[config.mk]
export PLATFORM = sky130hd
export DESIGN_NAME = xo_frac_divider
export DESIGN_NICKNAME = d
export VERILOG_FILES = /design/src/rtl/xfd_pkg.sv /design/src/rtl/xfd_ratio_rom.sv /design/src/rtl/xfd_phase.sv /design/src/rtl/xfd_rise_seq.sv /design/src/rtl/xfd_fall_stage.sv /design/src/rtl/xo_frac_divider.sv
export SDC_FILE = /design/constraint.sdc
export NUM_CORES = 1
export LEC_CHECK = 0
export BUFFER_PORTS_ARGS = -buffer_cell sky130_fd_sc_hd__buf_2
export CAP_MARGIN = 0
export CORE_MARGIN = 5
export CORE_UTILIZATION = 58
export DETAILED_ROUTE_END_ITERATION = 7
export GPL_TIMING_DRIVEN = 1
export PLACE_DENSITY = 0.78
export SKIP_LAST_GASP = 1
export SLEW_MARGIN = 20
export SYNTH_ARGS = -nofsm -noshare
export SYNTH_HDL_FRONTEND = slang
export SYNTH_SLANG_ARGS = --single-unit
[constraint.sdc]
create_clock -name ref_clk -period 4.7 [get_ports ref_clk]
set_input_delay 1.41 -clock ref_clk [delete_from_list [all_inputs] [get_ports ref_clk]]
set_output_delay 1.41 -clock ref_clk [all_outputs]
set_load 0.02 [all_outputs]
[src/rtl/xfd_pkg.sv]
package xfd_pkg;

  // Output period, in reference half-cycles, for table slot idx.
  // Even slots: powers of two; odd slots: three times powers of two.
  function automatic int unsigned half_period(input int unsigned idx);
    if (idx % 2 == 0) return 2 << (idx / 2);
    else              return 3 << ((idx - 1) / 2);
  endfunction

  // High time in half-cycles: half the period, rounded up.
  function automatic int unsigned half_high(input int unsigned idx);
    return (half_period(idx) + 1) / 2;
  endfunction

endpackage

[src/rtl/xfd_ratio_rom.sv]
module xfd_ratio_rom #(
  parameter int IDX_W  = 4,
  parameter int HALF_W = 9
) (
  input  logic [IDX_W-1:0]  idx,
  output logic [HALF_W-1:0] period,
  output logic [HALF_W-1:0] high,
  output logic              odd
);
  localparam int NUM = 1 << IDX_W;

  logic [HALF_W-1:0] p_tbl [NUM];
  logic [HALF_W-1:0] h_tbl [NUM];

  for (genvar g = 0; g < NUM; g++) begin : g_slot
    assign p_tbl[g] = HALF_W'(xfd_pkg::half_period(g));
    assign h_tbl[g] = HALF_W'(xfd_pkg::half_high(g));
  end

  assign period = p_tbl[idx];
  assign high   = h_tbl[idx];
  assign odd    = period[0];
endmodule

[src/rtl/xfd_phase.sv]
module xfd_phase #(
  parameter int HALF_W = 9
) (
  input  logic [HALF_W:0]   k,
  input  logic [HALF_W-1:0] period,
  input  logic [HALF_W-1:0] high,
  input  logic              odd,
  output logic              level
);
  // Half-cycle k within a repeat of one period (even) or two periods (odd).
  logic [HALF_W:0] p_ext, h_ext, second_end;

  assign p_ext      = {1'b0, period};
  assign h_ext      = {1'b0, high};
  assign second_end = p_ext + h_ext;

  always_comb begin
    level = (k < h_ext);
    if (odd && (k >= p_ext) && (k < second_end)) level = 1'b1;
  end
endmodule

[src/rtl/xfd_rise_seq.sv]
module xfd_rise_seq #(
  parameter int IDX_W  = 4,
  parameter int HALF_W = 9
) (
  input  logic              clk,
  input  logic              rst_n,
  input  logic              go,
  input  logic [IDX_W-1:0]  req_idx,
  input  logic [HALF_W-1:0] period,
  input  logic              odd,
  input  logic              ph_next,
  output logic              act,
  output logic [IDX_W-1:0]  idx,
  output logic [HALF_W-1:0] cnt,
  output logic              pos_q
);
  logic [HALF_W-1:0] last;

  // Rising edges per repeat: one period if even, two periods if odd.
  assign last = odd ? (period - HALF_W'(1)) : ((period >> 1) - HALF_W'(1));

  always_ff @(posedge clk or negedge rst_n) begin
    if (!rst_n) begin
      act   <= 1'b0;
      idx   <= '0;
      cnt   <= '0;
      pos_q <= 1'b0;
    end else if (!go) begin
      act   <= 1'b0;
      cnt   <= '0;
      pos_q <= 1'b0;
    end else if (!act || cnt == last) begin
      act   <= 1'b1;
      idx   <= req_idx;
      cnt   <= '0;
      pos_q <= 1'b1;
    end else begin
      cnt   <= cnt + HALF_W'(1);
      pos_q <= ph_next;
    end
  end

  a_r9_disable_clears: assert property (@(posedge clk) disable iff (!rst_n)
    !go |=> (!act && !pos_q && cnt == '0));

  a_r7_start_high: assert property (@(posedge clk) disable iff (!rst_n)
    (go && !act) |=> (act && pos_q && cnt == '0));

  a_r8_hold_ratio: assert property (@(posedge clk) disable iff (!rst_n)
    (act && cnt != '0) |-> (idx == $past(idx)));

  a_r8_count_bound: assert property (@(posedge clk) disable iff (!rst_n)
    act |-> (cnt <= last));
endmodule

[src/rtl/xfd_fall_stage.sv]
module xfd_fall_stage (
  input  logic clk,
  input  logic rst_n,
  input  logic act,
  input  logic ph_fall,
  output logic neg_q
);
  always_ff @(negedge clk or negedge rst_n) begin
    if (!rst_n) neg_q <= 1'b0;
    else        neg_q <= act & ph_fall;
  end

  a_r1_fall_idle: assert property (@(posedge clk) disable iff (!rst_n)
    !act |-> !neg_q);
endmodule

[src/rtl/xo_frac_divider.sv]
module xo_frac_divider #(
  parameter int SEL_W = 6,
  parameter int IDX_W = 4
) (
  input  logic             ref_clk,
  input  logic             rst_n,
  input  logic [SEL_W-1:0] sel_code,
  input  logic             div_en,
  output logic             div_clk
);
  localparam int NUM    = 1 << IDX_W;
  localparam int BASE   = (1 << SEL_W) - NUM;
  localparam int HALF_W = NUM / 2 + 1;

  logic              go;
  logic              act, pos_q, neg_q;
  logic [IDX_W-1:0]  idx;
  logic [HALF_W-1:0] cnt, cnt_inc;
  logic [HALF_W-1:0] period, high;
  logic              odd;
  logic [HALF_W:0]   k_rise, k_fall;
  logic              ph_rise, ph_fall;

  assign go      = div_en && (sel_code >= SEL_W'(BASE));
  assign cnt_inc = cnt + HALF_W'(1);
  assign k_rise  = {cnt_inc, 1'b0};
  assign k_fall  = {cnt, 1'b1};

  xfd_ratio_rom #(.IDX_W(IDX_W), .HALF_W(HALF_W)) u_rom (
    .idx(idx), .period(period), .high(high), .odd(odd)
  );

  xfd_phase #(.HALF_W(HALF_W)) u_ph_rise (
    .k(k_rise), .period(period), .high(high), .odd(odd), .level(ph_rise)
  );

  xfd_phase #(.HALF_W(HALF_W)) u_ph_fall (
    .k(k_fall), .period(period), .high(high), .odd(odd), .level(ph_fall)
  );

  xfd_rise_seq #(.IDX_W(IDX_W), .HALF_W(HALF_W)) u_rise (
    .clk(ref_clk), .rst_n(rst_n), .go(go),
    .req_idx(sel_code[IDX_W-1:0]),
    .period(period), .odd(odd), .ph_next(ph_rise),
    .act(act), .idx(idx), .cnt(cnt), .pos_q(pos_q)
  );

  xfd_fall_stage u_fall (
    .clk(ref_clk), .rst_n(rst_n), .act(act), .ph_fall(ph_fall), .neg_q(neg_q)
  );

  // High half of the reference takes the rising-edge level, low half the falling-edge level.
  assign div_clk = ref_clk ? pos_q : neg_q;

  a_r2_low_code_idle: assert property (@(posedge ref_clk) disable iff (!rst_n)
    (div_en && sel_code < SEL_W'(BASE)) |=> !act);
endmodule

==> flow_summary.toml <==
[timing]
slew_violations = 0
rsz0062_at_grt = "yes"
final.setup_skew_ps = 27.7
setup-violations-final = 2
setup_slack_ps = -1970
relSlewSlack_pct = 68.3
tns_ps = -2170
finalHoldViolCount = 0
tightest_slew_ps = 473

[cells_and_area]
final_common_cell = "buf_4"
nNetsFinal = 455
fin_util_pct = 78.3
num_antenna_cells = 0
final_cell_mix = "73 x buf_4, 43 x ha_1, 19 x inv_1, 19 x a21oi_1, 19 x nand2_1"
drive_gt1_share_pct = 32.7
syn_to_final_growth_pct = 28.8

[pwr]
p_per_area_nw_per_um2 = 375
vdd_ir_drop_max_mv = 0.189
p_leak_nw = 1.74

[outcome]
status = "finished, violations left"
violations = "setup timing"

[place]
place.gp.congestion = 0.902
portBuffers = 9
hpwl_microns = 6180

[detailed_routing]
ant_nets = 0
drt_first_pass_iters = 5
viasPerCell = 6.28
drc = 0
finalWirelength_microns = 7930
drt-initial-drc-count = 215
wire_per_inst_microns = 17.7
dr_total_vias = 2819

[cts]
clk_latency_ps = 390
tritoncts = "yes"
path_clk_slew_ps = 80
cts_hold_buf = 0

[logic_synthesis]
synth_ff_type = "dfrtp_1"
postSynthAreaPerCell_sq_um = 8.42
synth-xor-area-share_pct = 7.09
synth_compound_area_share_pct = 22.7
ys_warn_count = 0
yosysUniqueCellTypes = 75
synthAdderAreaFrac_pct = 24.8
synth_seq_cells = 16
synth_edf_count = 0
yosys.area_share.simple_pct = 21.4
yosysSeqAreaShare_pct = 14.8
syn_area_sq_um = 2700
synthesis.nets = 378
syn_inst = 321
synthMuxAreaShare_pct = 3.38
synth_top_family_by_area = "adder cells"
async_reset_ff_share_pct = 100

[floorplan]
coreArea_sq_um = 4440
num_rows = 24
pin_count = 10
die-height_microns = 78.2
start_util_pct = 60.8
die-area_sq_um = 6120
dieWidth_microns = 78.2

[critical_path]
end_kind = "flop"
crit_chain = "ha_2 > or3_4 > inv_4 > ha_4 > a211oi_2 > o32ai_1 > a221o_1 > or2_4 > o21a_1 > o22ai_2 > a22oi_2 > ha_1 > o21ai_2 > a2111oi_4 > o31a_1 > o21a_1 > o221a_2 > o22ai_1 > a41o_1"
worstPathArrival_ps = 4570
r2r_slack_ps = -1970
slowest_stage = "dfrtp_1"
critPathKind = "flop to flop"
rr_startpoint = "u_rise.idx[1]"
path_max_fanout = 4
worstPathBufferInverterCount = 1
worstSetupStartpointType = "flop"
crit_required_ps = 2590
timing.critical_path.mode_cell = "o21a_1"
cpLargestDelayFamily = "compound AO/OA/AOI/OAI gates"
max_stage_delay_ps = 430
crit_path_start = "u_rise.idx[1]"

[run]
maxCapViolations = 0

[global_route]
antenna_found_initial = 0
grt_pass1_wl_microns = 13700
grt_use_total_pct = 28.6
first_global_vias = 2772
grt_max_degree = 25
overflow = 0

[hold_path]
hp-class = "flop to flop"
min_from = "u_rise.cnt[0]"
final timing paths:
path / endpoint / depth (start not counted)
min in group asynchronous: u_rise.idx[0] / 2
max in group asynchronous: u_fall.neg_q / 1
worst min-delay path: u_rise.cnt[0] / 2
worst max-delay path: u_fall.neg_q / 19
worst min register to register: u_rise.cnt[0] / 2
worst max register to register: u_fall.neg_q / 19
registers in the layout, indices dropped and copies added (netlist names):
| name | flops |
|---|---|
| u_fall.neg_q | 1 |
| u_rise.act | 1 |
| u_rise.cnt | 9 |
| u_rise.idx | 4 |
| u_rise.pos_q | 1 |
synthesized netlist by cell type, drive strengths merged (4+ instances only):
master | number | area, sq um
xnor2 | 14 | 130
ha | 47 | 588
a211oi | 5 | 42.5
o21ai | 16 | 80.1
dfrtp | 15 | 375
a22oi | 4 | 43.8
nand3 | 16 | 80.1
mux2 | 5 | 71.3
nor2 | 14 | 55.1
nor2b | 4 | 25.0
nand2b | 7 | 43.8
o21bai | 4 | 30.0
maj3 | 6 | 61.3
nand2 | 21 | 81.3
clkbuf | 5 | 18.8
buf | 8 | 53.8
a21oi | 20 | 100
and3 | 11 | 68.8
inv | 22 | 82.6
xor2 | 7 | 61.3
a21o | 5 | 37.5
report_power, final:
group,total (W),switching (W),internal [W]
Combinational,0.000927,0.000463,0.000464
Clock,0.000220,0.0000808,0.000139
Sequential,0.000156,0.00000927,0.000147
Total,0.00130,0.000553,0.000751
worst register-to-register path: cells and delay by family (launching register included):
family	cells	cell delay [ps]
and+or+nand+nor	2	650
adders and majority gates	3	720
buffers and inverters	1	70
DFF	1	430
AOI/OAI and AO/OA	13	2310
area by class of cell:
cell class,count,area [sq um]
Inverter,22,85.1
Sequential cell,16,400
Clock buffer,8,108
Multi-Input combinational cell,270,2230
Tap cell,52,65.1
Fill cell,321,966
Timing Repair Buffer,81,588
logic make-up after synthesis:
logic type      Yosys count
buf+inv                  35
flops                    16
fa+ha+maj                54
simple gates            103
mux                       7
compound gates           85
xor+xnor                 21
routing by layer:
metal / global-route usage (%) / share of wire (%)
met1: 36.9 / 43
met2: 45.6 / 45
met3: 6.41 / 7.3
met4: 13.1 / 4.0
met5: 0 / 0
through the flow:
stage	instances	hold WS [ps]	cell area, sq um	worst slack, ps	total power, W
3_3_place_gp	440	565	3330	-1820	0.00102
4_1_cts	448	603	3470	-1940	0.00129
2_1_floorplan	321	529	2780	-1860	0.000742
5_1_grt	449	629	3480	-2250	0.00141
6_report	449	598	3480	-1970	0.00130
3_5_place_dp	440	591	3330	-1980	0.00105
timing repair:
| item | in CTS | in global routing |
|---|---|---|
| setup endpoints to repair | 2 | 2 |
| gates resized for setup | 7 | 1 |
| setup buffers | 1 | 1 |
| hold endpoints to repair | 0 | 0 |
| pin swaps | 5 | 6 |
No activity file was read; power rests on OpenSTA's default activity.
